## src/rtl/pwr_gate_pkg.sv

```systemverilog
// Package: shared widths, encodings and types for the power-state request
// admission filter. Assumes the request kind and state codes listed in the
// brief; any state code above D3hot is folded into D3hot by the policy.
package pwr_gate_pkg;

    localparam int KIND_W    = 3;
    localparam int STATE_W   = 3;
    localparam int NUM_KINDS = 1 << KIND_W;

    // Power state codes as presented on dev_state_i.
    typedef enum logic [STATE_W-1:0] {
        S_D0_UNINIT = 3'd0,
        S_D0_ACT    = 3'd1,
        S_D1        = 3'd2,
        S_D2        = 3'd3,
        S_D3HOT     = 3'd4
    } pstate_e;

    // Request kind codes as presented on req_kind_i.
    typedef enum logic [KIND_W-1:0] {
        K_MEM_RD = 3'd0,
        K_MEM_WR = 3'd1,
        K_IO_RD  = 3'd2,
        K_IO_WR  = 3'd3,
        K_CFG_RD = 3'd4,
        K_CFG_WR = 3'd5,
        K_MSG    = 3'd6,
        K_RSVD   = 3'd7
    } req_kind_e;

    // One-hot classification of the current request (all zero when idle).
    typedef struct packed {
        logic mem;
        logic io;
        logic cfg;
        logic msg;
        logic rsvd;
        logic turn_off;   // qualifier on msg: code matches the turn-off broadcast
    } req_class_t;

    // Outcome of the admission decision for one cycle.
    typedef enum logic [1:0] {
        V_NONE   = 2'd0,
        V_ACCEPT = 2'd1,
        V_REJECT = 2'd2,
        V_DROP   = 2'd3
    } verdict_e;

endpackage

```

## src/rtl/pwr_req_decode.sv

```systemverilog
// Module: pwr_req_decode
// Turns the raw request kind and message code into a class vector.
// Assumes at most one request per cycle; produces all-zero when no request
// is valid. Purely combinational.
module pwr_req_decode
    import pwr_gate_pkg::*;
#(
    parameter int          MSG_W         = 8,
    parameter logic [MSG_W-1:0] TURN_OFF_CODE = 8'h19
) (
    input  logic              vld_i,
    input  logic [KIND_W-1:0] kind_i,
    input  logic [MSG_W-1:0]  code_i,
    output req_class_t        cls_o
);

    logic [NUM_KINDS-1:0] kind_hit;

    // One comparator per kind code, qualified by the request strobe.
    genvar g;
    generate
        for (g = 0; g < NUM_KINDS; g++) begin : g_kind_hit
            assign kind_hit[g] = vld_i && (kind_i == KIND_W'(g));
        end
    endgenerate

    // Group the per-code hits into request classes.
    always_comb begin
        cls_o          = '0;
        cls_o.mem      = kind_hit[K_MEM_RD] | kind_hit[K_MEM_WR];
        cls_o.io       = kind_hit[K_IO_RD]  | kind_hit[K_IO_WR];
        cls_o.cfg      = kind_hit[K_CFG_RD] | kind_hit[K_CFG_WR];
        cls_o.msg      = kind_hit[K_MSG];
        cls_o.rsvd     = kind_hit[K_RSVD];
        cls_o.turn_off = kind_hit[K_MSG] && (code_i == TURN_OFF_CODE);
    end

endmodule

```

## src/rtl/pwr_state_policy.sv

```systemverilog
// Module: pwr_state_policy
// Decides accept / reject / drop for a classified request from the present
// power state and the space enables, and computes whether DMA is permitted.
// Assumes cls_i is one-hot or zero. State codes above D3hot are treated as
// D3hot. Purely combinational.
module pwr_state_policy
    import pwr_gate_pkg::*;
(
    input  logic [STATE_W-1:0] state_i,
    input  logic               mem_en_i,
    input  logic               io_en_i,
    input  logic               bm_en_i,
    input  req_class_t         cls_i,
    output verdict_e           verdict_o,
    output logic               bm_ok_o
);

    logic st_d0u;
    logic st_d0a;
    logic st_sleep;
    logic st_d3;

    // Fold the state code into the four policy groups.
    always_comb begin
        st_d0u   = (state_i == S_D0_UNINIT);
        st_d0a   = (state_i == S_D0_ACT);
        st_sleep = (state_i == S_D1) || (state_i == S_D2);
        st_d3    = !(st_d0u || st_d0a || st_sleep);
    end

    // Admission decision for the current request, by class and state group.
    always_comb begin
        verdict_o = V_NONE;
        if (cls_i.cfg) begin
            verdict_o = V_ACCEPT;
        end else if (cls_i.rsvd) begin
            verdict_o = V_REJECT;
        end else if (cls_i.mem) begin
            verdict_o = (st_d0a && mem_en_i) ? V_ACCEPT : V_REJECT;
        end else if (cls_i.io) begin
            verdict_o = (st_d0a && io_en_i) ? V_ACCEPT : V_REJECT;
        end else if (cls_i.msg) begin
            if (st_d0u)
                verdict_o = V_REJECT;
            else if (st_d3)
                verdict_o = cls_i.turn_off ? V_ACCEPT : V_DROP;
            else
                verdict_o = V_ACCEPT;
        end
    end

    // DMA is permitted only while fully active with bus mastering enabled.
    always_comb bm_ok_o = st_d0a && bm_en_i;

endmodule

```

## src/rtl/pwr_verdict_reg.sv

```systemverilog
// Module: pwr_verdict_reg
// Registers the verdict into the accept and unsupported-request strobes and
// registers the DMA permission. Synchronous active-low reset clears all.
// A dropped request produces no strobe.
module pwr_verdict_reg
    import pwr_gate_pkg::*;
(
    input  logic     clk,
    input  logic     rst_n,
    input  verdict_e verdict_i,
    input  logic     bm_ok_i,
    output logic     acc_o,
    output logic     ur_o,
    output logic     bm_allow_o
);

    // Output stage: one register per indication.
    always_ff @(posedge clk) begin
        if (!rst_n) begin
            acc_o      <= 1'b0;
            ur_o       <= 1'b0;
            bm_allow_o <= 1'b0;
        end else begin
            acc_o      <= (verdict_i == V_ACCEPT);
            ur_o       <= (verdict_i == V_REJECT);
            bm_allow_o <= bm_ok_i;
        end
    end

endmodule

```

## src/rtl/pwr_req_gate.sv

```systemverilog
// Module: pwr_req_gate (top)
// Power-state request admission filter. One request per cycle is decoded,
// judged against the power state and space enables, and answered one cycle
// later with accept or Unsupported Request (or silently dropped for stray
// messages in D3hot). Also registers a DMA permission indication.
// Assumes inputs are synchronous to clk.
module pwr_req_gate
    import pwr_gate_pkg::*;
#(
    parameter int               MSG_W         = 8,
    parameter logic [MSG_W-1:0] TURN_OFF_CODE = 8'h19
) (
    input  logic               clk,
    input  logic               rst_n,
    input  logic               req_vld_i,
    input  logic [KIND_W-1:0]  req_kind_i,
    input  logic [MSG_W-1:0]   req_msg_code_i,
    input  logic [STATE_W-1:0] dev_state_i,
    input  logic               mem_space_en_i,
    input  logic               io_space_en_i,
    input  logic               bus_master_en_i,
    output logic               acc_o,
    output logic               ur_o,
    output logic               bm_allow_o
);

    req_class_t req_cls;
    verdict_e   verdict;
    logic       bm_ok;

    // Classify the incoming request.
    pwr_req_decode #(
        .MSG_W        (MSG_W),
        .TURN_OFF_CODE(TURN_OFF_CODE)
    ) decode_i (
        .vld_i (req_vld_i),
        .kind_i(req_kind_i),
        .code_i(req_msg_code_i),
        .cls_o (req_cls)
    );

    // Judge it against the power state.
    pwr_state_policy policy_i (
        .state_i  (dev_state_i),
        .mem_en_i (mem_space_en_i),
        .io_en_i  (io_space_en_i),
        .bm_en_i  (bus_master_en_i),
        .cls_i    (req_cls),
        .verdict_o(verdict),
        .bm_ok_o  (bm_ok)
    );

    // Register the outcome.
    pwr_verdict_reg out_i (
        .clk       (clk),
        .rst_n     (rst_n),
        .verdict_i (verdict),
        .bm_ok_i   (bm_ok),
        .acc_o     (acc_o),
        .ur_o      (ur_o),
        .bm_allow_o(bm_allow_o)
    );

endmodule

```

## config.mk

```make
export PLATFORM = sky130hd
export DESIGN_NAME = pwr_req_gate
export DESIGN_NICKNAME = d
export VERILOG_FILES = /design/src/rtl/pwr_gate_pkg.sv /design/src/rtl/pwr_req_decode.sv /design/src/rtl/pwr_state_policy.sv /design/src/rtl/pwr_verdict_reg.sv /design/src/rtl/pwr_req_gate.sv
export SDC_FILE = /design/constraint.sdc
export NUM_CORES = 1
export LEC_CHECK = 0
export BUFFER_PORTS_ARGS = -buffer_cell sky130_fd_sc_hd__buf_2
export CORE_AREA = 2 2 39 41
export DETAILED_ROUTE_END_ITERATION = 8
export DIE_AREA = 0 0 41 43
export GPL_TIMING_DRIVEN = 0
export PLACE_DENSITY = 0.49
export SYNTH_ARGS = -nofsm -noshare
export SYNTH_HDL_FRONTEND = slang
export SYNTH_SLANG_ARGS = --single-unit
```

## constraint.sdc

```tcl
create_clock -name clk -period 1.7 [get_ports clk]
set_input_delay 0.51 -clock clk [delete_from_list [all_inputs] [get_ports clk]]
set_output_delay 0.51 -clock clk [all_outputs]
set_load 0.01 [all_outputs]
```

# Word-level counts from Yosys, hierarchy flattened
# Index checks and enable logic that the tools add are counted.
[word_totals]
register_bits = 3
inputBits = 20
[op_classes]
bitwise = 3
eq_ne = 13
muxes = 10
reduce_logical = 17
[ops]
columns = ["op", "n"]
rows = [
  ["$mux 2", 10],
  ["$eq 3x2->1 const B", 4],
  ["$eq 3x3->1 const B", 4],
  ["$logic_and 1x1->1", 12],
  ["$eq 8x5->1 const B", 1],
  ["$eq 3x1->1 const B", 2],
  ["$logic_not 3->1", 2],
  ["$logic_or 1x1->1", 3],
  ["$or 1x1->1", 3],
  ["$eq 2x1->1 const B", 1],
  ["$eq 2x2->1 const B", 1],
]

# Depth between registers and ports, before layout
# Gate-level depths: netlist of the first run.
[depth]
depth_word = 12
mapped_depth = 4
mapped_depth_nobuf = 4

# Cells and area by module
# A second synthesis of the first run with hierarchy kept.
[unflattened]
hier_cells = 33
area_unflattened_um2 = 266.5
[modules_own_cells]
columns = ["mod", "area_per_inst_um2", "cells_per_inst", "n_inst"]
rows = [
  ["pwr_state_policy", 108.9, 16, 1],
  ["pwr_verdict_reg", 83.8, 6, 1],
  ["pwr_req_decode", 73.8, 11, 1],
]

# Least setup slack after synthesis of the first run
# Ideal clock, no wire load.
[synth_timing]
path_type = "input-to-reg"
startpoint = "input dev_state_i[0]"
endpoint = "register out_i.acc_o"
slack_ns = 0.318
arrival_time_ns = 1.266
path_stages = 4
required_ns = 1.585
n_path_buf = 0
cell_sequence = "nor3b_2 > a2111oi_0 > a311oi_1 > and3_1"
[synth_between]
elab_chain_cells = 11
[synth_lines]
columns = ["item", "line", "source"]
rows = [
  ["start, declared", "pwr_req_gate.sv:18", "input logic [STATE_W-1:0] dev_state_i,"],
  ["$eq 3x1->1, or another cell as far along", "pwr_state_policy.sv:26", "st_d0a = (state_i == S_D0_ACT);"],
  ["$logic_or 1x1->1 (on tied branches)", "pwr_state_policy.sv:28, pwr_state_policy.sv:27", ""],
  ["$logic_or 1x1->1", "pwr_state_policy.sv:28", "st_d3 = !(st_d0u || st_d0a || st_sleep);"],
  ["$mux 2", "pwr_state_policy.sv:45", "else if (st_d3)"],
  ["$mux 2", "pwr_state_policy.sv:43", "if (st_d0u)"],
  ["$mux 2", "pwr_state_policy.sv:42", "end else if (cls_i.msg) begin"],
  ["$mux 2", "pwr_state_policy.sv:40", "end else if (cls_i.io) begin"],
  ["$mux 2 (*)", "pwr_state_policy.sv:38", "end else if (cls_i.mem) begin"],
  ["$mux 2 (*)", "pwr_state_policy.sv:36", "end else if (cls_i.rsvd) begin"],
  ["$mux 2 (*)", "pwr_state_policy.sv:34", "if (cls_i.cfg) begin"],
  ["$eq 2x1->1 (*)", "pwr_verdict_reg.sv:24", "acc_o <= (verdict_i == V_ACCEPT);"],
  ["end signal, assigned", "pwr_verdict_reg.sv:24", ""],
  ["end, declared", "pwr_verdict_reg.sv:12", "output logic acc_o,"],
]
# Mark *: on every way between the ends. The rest lies on a longest branch, timed or not.
# A chain may end at the register's enable or synchronous reset.

# Worst setup path after layout of the first run
[layout_timing]
startpoint = "input dev_state_i[1]"
endpoint = "register out_i.acc_o"
# Same word-level chain as after synthesis.

==> flow_summary_export.csv, run 1 <==
group,metric,value,unit
synth,ys_seq_area_share,30.77,%
clocking,cts_buffers,3,
floorplan,fp.dieW,41,um
critical_path,critPathMaxFanout,3,
global_route,grt_pass1_wl,869,um
floorplan,coreArea,1384,um^2
detailed_routing,viasPerCell,4.250,
power,p_leak,0.1766,nW
floorplan,die-area,1763,um^2
sta,worst_pin_slew,0.3849,ns
clocking,clock_path_buffers,2,
detailed_routing,firstDrtPassIters,2,
detailed_routing,detail_route.wl_per_cell,9.172,um
critical_path,slowest_stage,"a311oi_1",
power,switching_share,23.26,%
power,pwr-share-comb,19.3,%
clocking,ctsResizeCount,0,
power,power_density,699.6,nW/um^2
power,pwr-share-clk,50.5,%
clocking,post_cts_buffers,0,
floorplan,rows,14,
sta,slew_viol_final,0,
global_route,grt_pass1_vias,229,
power,intPower,0.1887,mW
floorplan,io_pins,23,
place,gp_congestion,0.7171,
place,port_buffers,22,
detailed_routing,drt_iter0_drc,2,
clocking,postCtsHoldBufs,0,
critical_path,crit_end,"out_i.acc_o$_SDFF_PN0_",
floorplan,start_util,14.10,%
critical_path,slowest_delay,0.33,ns
layout,fillers,160,
layout,finalCoreUtilization,25.41,%
clocking,htree_levels,1,
layout,nets,69,
synth,post_synth_num_cell_types,16,
layout,layout_common_cells,"22 x buf_2, 3 x nand2_1, 3 x clkbuf_4, 3 x dfxtp_1",
sta,slew-limit-headroom,73.67,%
synth,syn_area,195.2,um^2
layout,final_common_cell,"buf_2",
job,maxCapViolCount,0,
layout,diodes,0,
layout,drive_gt1_share,56.25,%
detailed_routing,drtAntennaViolNets,0,
critical_path,end_kind,"flop",
run_status,status,"complete, no violations",
power,pwr-share-seq,30.3,%
layout,register_area,60.06,um^2
critical_path,path_class,"input pin to flop",
place,place_ws,0.09508,ns
critical_path,crit_chain,"buf_2 -> nor3b_2 -> a2111oi_0 -> a311oi_1 -> and3_1",
synth,synth_cells,22,
clocking,cts_root_buf,"clkbuf_4",
synth,syn_area_per_cell,8.872,um^2
critical_path,startpoint_type,"input pin",
clocking,cts_tree,"built",
power,vdd_drop_max,132.9,uV
clocking,cts_sinks,3,
critical_path,worstSetupStartpoint,"dev_state_i[1]",
floorplan,chipHeight,43,um
synth,syn_nets,42,
detailed_routing,vias,272,
sta,finalCriticalPeriod,1.380,ns
sta,fmax,724.9,MHz
critical_path,cp.required,1.88,ns
critical_path,arrival,1.55,ns
sta,final-setup-viol-count,0,
worst_hold_path,hold_class,"input pin to flop",
sta,tns,0,ns
power,p_sw,0.05721,mW
synth,ys_warn_count,0,
global_route,grt_start_max_net_pins,6,
layout,multi_input_area,131.4,um^2
detailed_routing,detail_route.wirelength,587,um
global_route,grt-ovfl-total,0,
sta,fin_ws,0.3205,ns
synth,synth.ff_latch_count,3,
global_route,antenna_found_initial,0,
sta,hold_violations,0,
clocking,clk_pin_slew,0.04,ns
detailed_routing,drc_errors,0,
sta,min_period_over_period,81.15,%
global_route,grt_usage,7.608,%
sta,rsz0062_at_grt,"no",
layout,area_delta_synth_final,80.13,%
worst min path at each step:
stage	start	endpoint	slack, ns	cells after the start
final	bus_master_en_i	out_i.bm_allow_o$_SDFF_PN0_	0.52	2
after global routing	bus_master_en_i	out_i.bm_allow_o$_SDFF_PN0_	0.52	2
after CTS	bus_master_en_i	out_i.bm_allow_o$_SDFF_PN0_	0.51	2
after detailed placement	bus_master_en_i	out_i.bm_allow_o$_SDFF_PN0_	0.76	2
after global placement	bus_master_en_i	out_i.bm_allow_o$_SDFF_PN0_	0.76	2
after floorplan	rst_n	out_i.ur_o$_SDFF_PN0_	0.64	1
flip-flops by register name, indices dropped and copies added, names as in the netlist:
name,cells
out_i.acc_o,1
out_i.bm_allow_o,1
out_i.ur_o,1
layer usage:
metal | up-vias | global-route usage [%] | part of all wire, %
met1 | 121 | 9.873 | 47
li1 | 141 | - | -
met4 | 0 | 6.000 | 0
met3 | 0 | 3.141 | 7.7
met2 | 10 | 9.375 | 45
met5 | - | 0 | 0
cell families (layout without fill, tap and decap cells):
kind of cell,after synthesis,count (layout),share of synthesized area (%)
flops,3,3,30.77
buf+inv,1,27,1.921
simple gates,12,12,41.67
compound gates,6,6,25.65
cell type report:
cell class	instances	area share, %
clock buffer	4	7.473
inverter	1	1.068
multi-input combinational	18	37.37
sequential	3	17.08
tap	16	5.694
timing repair buffer	22	31.32
cell usage after synthesis:
cell type / instances / area [um^2]
nor3b_2: 1 / 12.51
and3_2: 1 / 7.510
a311oi_1: 1 / 8.760
and2_1: 1 / 6.260
o211ai_1: 1 / 7.510
and3_1: 2 / 12.51
nor4bb_1: 1 / 10.01
nor2b_1: 2 / 12.51
nor4b_1: 1 / 8.760
nand2_1: 3 / 11.26
inv_1: 1 / 3.750
dfxtp_1: 3 / 60.06
a41oi_1: 1 / 8.760
o31ai_1: 1 / 7.510
o41ai_1: 1 / 8.760
a2111oi_0: 1 / 8.760
power groups by stage:
| stage | logic, mW | registers (mW) | clock network, mW |
|---|---|---|---|
| 2_1_floorplan | 0.0147 | 0.0773 | 0 |
| 3_3_place_gp | 0.0472 | 0.0754 | 0 |
| 3_5_place_dp | 0.0474 | 0.0755 | 0 |
| 4_1_cts | 0.0476 | 0.0744 | 0.133 |
| 5_1_grt | 0.0532 | 0.0747 | 0.139 |
| 6_report | 0.0474 | 0.0744 | 0.124 |
worst max-delay path, delay by kind of cell:
family	cells	cell delay (ns)
compound gates	2	0.48
buf+inv	1	0.12
simple gates	2	0.46
stage by stage:
stage | area [um^2] | std cells | power (mW) | hold WS [ns]
after global routing | 351.6 | 64 | 0.2667 | 0.5238
after CTS | 351.6 | 64 | 0.2546 | 0.5118
after global placement | 325.3 | 60 | 0.1226 | 0.7616
final | 351.6 | 64 | 0.2460 | 0.5204
after detailed placement | 325.3 | 60 | 0.1229 | 0.7598
after floorplan | 195.2 | 22 | 0.09201 | 0.6382
Note: power is estimated with default switching activity, not from simulation.
==> inputs of run 2 (changes only) <==
- PLACE_DENSITY: 0.49 -> 0.5
- clock period: 1.7 -> 1.16 ns (I/O delays scaled with it)
==> flow_summary_export.csv, run 2 (synthesis gave the netlist of run 1 again) <==
group,metric,value,unit
global_route,grt_pass1_wl,917,um
power,vdd_drop_max,163.1,uV
detailed_routing,detail_route.wirelength,608,um
sta,slew-limit-headroom,80.27,%
critical_path,critPathMaxFanout,4,
power,power_density,973.9,nW/um^2
power,power.total,0.3704,mW
clocking,cts_tree,"built",
layout,register_area,60.06,um^2
clocking,clock_path_buffers,2,
detailed_routing,drt_iter0_drc,13,
power,switching_share,23.97,%
layout,final_common_cell,"buf_2",
detailed_routing,detail_route.wl_per_cell,9.500,um
critical_path,path_depth,5,
critical_path,crit_end,"out_i.acc_o$_SDFF_PN0_",
critical_path,crit_buf_inv,1,
power,pwr-share-clk,48.8,%
floorplan,io_pins,23,
critical_path,slowest_stage,"nor3b_4",
critical_path,startpoint_type,"input pin",
sta,hold_violations,0,
floorplan,start_util,14.10,%
power,pwr-share-comb,21.8,%
floorplan,rows,14,
layout,layout_common_cells,"22 x buf_2, 3 x clkbuf_4, 3 x dfxtp_1",
layout,top_regs,"out_i.acc_o x1, out_i.bm_allow_o x1, out_i.ur_o x1",
clocking,cts_root_buf,"clkbuf_4",
critical_path,arrival,1.24,ns
job,maxCapViolCount,0,
global_route,grt_pass1_vias,253,
clocking,clk_pin_slew,0.04,ns
sta,final-setup-viol-count,0,
place,placed_cells,60,
detailed_routing,viasPerCell,4.125,
power,p_leak,0.1855,nW
critical_path,critical-path-top-delay-family,"simple AND/OR/NAND/NOR gates",
layout,multi_input_area,160.2,um^2
global_route,grt_start_max_net_pins,6,
floorplan,die-area,1763,um^2
power,pwr-share-seq,29.4,%
sta,finalCriticalPeriod,1.075,ns
sta,slew_viol_final,0,
sta,fmax,930.1,MHz
layout,fillers,158,
clocking,htree_levels,1,
critical_path,worstSetupStartpoint,"dev_state_i[2]",
worst_hold_path,hold_class,"input pin to flop",
floorplan,coreArea,1384,um^2
global_route,grt-ovfl-total,0,
detailed_routing,drc_errors,0,
clocking,cts_sinks,3,
critical_path,path_class,"input pin to flop",
place,gp_congestion,0.6035,
clocking,post_cts_buffers,0,
critical_path,slowest_delay,0.25,ns
clocking,cts_buffers,3,
sta,min_period_over_period,92.68,%
layout,diodes,0,
critical_path,crit_chain,"buf_2 -> nor3b_4 -> a2111oi_2 -> a311oi_2 -> and3_1",
layout,finalCoreUtilization,27.49,%
critical_path,end_kind,"flop",
floorplan,fp.dieW,41,um
run_status,status,"complete, no violations",
layout,stdcell_count,64,
sta,tns,0,ns
layout,nets,69,
sta,rsz0062_at_grt,"no",
floorplan,chipHeight,43,um
power,p_sw,0.08878,mW
global_route,antenna_found_initial,0,
layout,drive_gt1_share,64.58,%
layout,area_delta_synth_final,94.87,%
sta,worst_pin_slew,0.2928,ns
detailed_routing,vias,264,
detailed_routing,drtAntennaViolNets,0,
detailed_routing,firstDrtPassIters,2,
place,port_buffers,22,
critical_path,cp.required,1.33,ns
global_route,grt_usage,7.692,%
power,intPower,0.2816,mW
run 2: metrics by stage:
stage,hold slack [ns],worst slack (ns),instance area [um^2]
4_1_cts,0.3591,0.01099,364.1
2_1_floorplan,0.4762,-0.002106,207.7
3_5_place_dp,0.6000,-0.2311,337.8
6_report,0.3676,0.08486,380.4
5_1_grt,0.3743,0.03494,380.4
3_3_place_gp,0.5976,-0.2494,337.8
run 2: layout make-up:
class | instances | share of cell area, %
Inverter | 1 | 0.9868
Clock buffer | 4 | 6.908
Sequential cell | 3 | 15.79
Multi-Input combinational cell | 18 | 42.11
Timing Repair Buffer | 22 | 28.95
Tap cell | 16 | 5.263
run 2: what timing repair did:
item	4_1_cts	5_1_grt
hold buffers	0	0
gates resized for setup	0	3
setup endpoints to repair	0	2
run 2: power groups by stage:
stage,registers [mW],logic (mW),clock network [mW]
after floorplan,0.113,0.0246,0
after global placement,0.110,0.0753,0
after detailed placement,0.110,0.0752,0
after CTS,0.109,0.0756,0.191
after global routing,0.110,0.0900,0.194
final,0.109,0.0808,0.181
run 2: worst min path at each step:
stage / from / to / slack (ns) / depth (start not counted)
after CTS: bus_master_en_i / out_i.bm_allow_o$_SDFF_PN0_ / 0.36 / 2
after floorplan: rst_n / out_i.ur_o$_SDFF_PN0_ / 0.48 / 1
final: rst_n / out_i.ur_o$_SDFF_PN0_ / 0.37 / 2
after global routing: bus_master_en_i / out_i.bm_allow_o$_SDFF_PN0_ / 0.37 / 2
after detailed placement: bus_master_en_i / out_i.bm_allow_o$_SDFF_PN0_ / 0.60 / 2
after global placement: bus_master_en_i / out_i.bm_allow_o$_SDFF_PN0_ / 0.60 / 2
run 2: layer usage:
metal  vias to the layer above  part of all wire [%]  track usage (%)
met5                         -                     0                0
met4                         0                     0            8.000
met3                         0                    13           0.5236
met2                        14                    43            10.31
met1                       110                    44            9.810
li1                        140                     -                -
==> inputs of run 3 (changes only) <==
- PLACE_DENSITY: 0.5 -> 0.56
- SYNTH_HIERARCHICAL: not set -> 1
==> flow_summary_export.csv, run 3 <==
group,metric,value,unit
run_status,status,"complete, but fails checks",
run_status,failed_checks,"negative setup slack",
floorplan,fp.dieW,41,um
layout,drive_gt1_share,45.76,%
worst_hold_path,min-delay-start,"rst_n",
synth,syn_nets,53,
clocking,cts_tree,"built",
synth,synth_top_area_share,22.54,%
layout,diodes,0,
layout,fin_area,429.2,um^2
layout,top_regs,"out_i/acc_o x1, out_i/bm_allow_o x1, out_i/ur_o x1",
synth,ys_warn_count,6,
critical_path,critPathMaxFanout,2,
detailed_routing,detail_route.wl_per_cell,8.907,um
global_route,grt_pass1_vias,300,
critical_path,path_class,"input pin to flop",
sta,slew_viol_final,0,
detailed_routing,firstDrtPassIters,1,
critical_path,end_kind,"flop",
place,hpwl,583.8,um
place,gp_congestion,0.7563,
worst_hold_path,hold_class,"input pin to flop",
synth,synth_cells,33,
critical_path,slowest_stage,"or4bb_1",
sta,finalCriticalPeriod,1.574,ns
floorplan,io_pins,23,
critical_path,cpMostUsedCell,"o211ai_1",
critical_path,cp.required,1.28,ns
sta,fin_ws,-0.4143,ns
synth,yosys.area.top_type,"dfxtp_1",
sta,fmax,635.2,MHz
detailed_routing,drt_iter0_drc,0,
synth,synthTopCellsByArea,"dfxtp_1 23%, and3b_1 9.9%, nand4bb_1 8.5%, nor2_1 7.0%, o211ai_1 5.6%",
clocking,clk_pin_slew,0.04,ns
clocking,htree_levels,1,
layout,layout_common_cells,"21 x buf_2, 5 x nor2_1, 3 x clkbuf_4, 3 x and3b_1, 3 x dfxtp_1",
power,power_density,881.9,nW/um^2
sta,min_period_over_period,135.7,%
detailed_routing,detail_route.wirelength,668,um
clocking,clock_path_buffers,2,
place,post_dp_cell_area,396.6,um^2
synth,ys_seq_area_share,22.54,%
critical_path,startpoint_type,"input pin",
power,vdd_drop_max,181.7,uV
synth,yosys-top-cells-count,"5 x nor2_1, 3 x and3b_1, 3 x dfxtp_1",
clocking,cts_buffers,3,
job,maxCapViolCount,0,
floorplan,coreArea,1384,um^2
synth,yosysMostFrequentCell,"nor2_1",
synth,post_synth_num_cell_types,20,
power,power.total,0.3785,mW
critical_path,worstSetupStartpoint,"req_msg_code_i[2]",
layout,final_common_cell,"buf_2",
floorplan,chipHeight,43,um
detailed_routing,drtAntennaViolNets,0,
sta,hold_violations,0,
synth,syn_area,266.5,um^2
sta,final-setup-viol-count,2,
synth,yosys_most_used_dff,"dfxtp_1",
clocking,cts_sinks,3,
synth,synth_edf_count,0,
global_route,antenna_found_initial,0,
global_route,grt_usage,8.492,%
sta,slew-limit-headroom,73.78,%
critical_path,crit_chain,"buf_6 -> or4bb_1 -> nor4_2 -> nor2b_1 -> o211ai_1 -> o211ai_1 -> and3b_1",
layout,area_delta_synth_final,61.03,%
power,p_leak,0.2097,nW
critical_path,slowest_delay,0.51,ns
detailed_routing,vias,345,
synth,synth.ff_latch_count,3,
sta,hold_slack,0.3516,ns
floorplan,rows,14,
synth,syn_area_per_cell,8.076,um^2
sta,worst_pin_slew,0.3924,ns
global_route,grt-ovfl-total,0,
critical_path,crit_end,"out_i/ur_o$_SDFF_PN0_",
global_route,grt_pass1_wl,1007,um
synth,async_flop_share,0,%
clocking,cts_root_buf,"clkbuf_4",
detailed_routing,viasPerCell,4.600,
detailed_routing,drc_errors,0,
floorplan,die-area,1763,um^2
global_route,grt_start_max_net_pins,7,
floorplan,start_util,19.26,%
place,port_buffers,22,
layout,nets,80,
critical_path,arrival,1.70,ns
clocking,post_cts_buffers,0,
sta,rsz0062_at_grt,"yes",
## run 3: cell types whose count changed after synthesis, sizes merged, moves of 2 or more
cell     before  now
nor2          0    5
nand4bb       0    2
nand2         3    1
and3          3    1
nand3         0    2
and3b         0    3
a21oi         0    2
## run 3: kinds of logic after synthesis
| logic type | share of synthesized area, % |
|---|---|
| buf+inv | 1.407 |
| compound gates | 15.96 |
| simple gates | 60.10 |
| flops | 22.54 |
## run 3: layer usage
metal  vias up  share of wire (%)  GRT usage, %
met5         -                  0             0
met4         0                  0         8.000
met2        15                 55         15.63
met1       151                 37         6.962
met3         0                8.4        0.5236
li1        179                  -             -
## run 3: area by class of cell
cell class | count | area, um^2
fill | 160 | 954.7
clock buffer | 4 | 26.28
sequential | 3 | 60.06
inverter | 1 | 3.754
timing repair buffer | 22 | 116.4
multi-input combinational | 29 | 202.7
tap | 16 | 20.02
## run 3: per-stage QoR
stage | worst slack [ns] | util (%) | instances | setup TNS, ns
3_5_place_dp | -0.7006 | 28.66 | 71 | -1.392
2_1_floorplan | -0.5071 | - | 33 | -0.9971
6_report | -0.4143 | 31.01 | 75 | -0.8210
4_1_cts | -0.4224 | 31.01 | 75 | -0.8391
5_1_grt | -0.5602 | 31.01 | 75 | -1.107
3_3_place_gp | -0.6825 | 28.66 | 71 | -1.349
## run 3: worst max-delay path, delay by kind of cell
family	cells	cell delay [ns]
buffers and inverters	1	0.09
AO/OA/AOI/OAI	2	0.28
AND/OR/NAND/NOR	4	0.98
## run 3: worst min path at each step
stage	to	slack, ns	depth (start not counted)
detailed placement	out_i/bm_allow_o$_SDFF_PN0_	0.58	2
floorplan	out_i/bm_allow_o$_SDFF_PN0_	0.47	1
global placement	out_i/bm_allow_o$_SDFF_PN0_	0.58	2
global route	out_i/bm_allow_o$_SDFF_PN0_	0.36	2
finish	out_i/bm_allow_o$_SDFF_PN0_	0.35	2
CTS	out_i/bm_allow_o$_SDFF_PN0_	0.34	2
## run 3: what timing repair did
item	in CTS	in global routing
gates cloned	0	0
hold buffers	0	0
setup endpoints to repair	2	2
resized for setup	1	0
pin swaps	1	0
## run 3: power breakdown
group          switching, mW  total (mW)  internal, mW
logic                 0.0378      0.0873        0.0495
registers           0.000797       0.109         0.108
clock network         0.0533       0.182         0.129
total                 0.0918       0.378         0.287
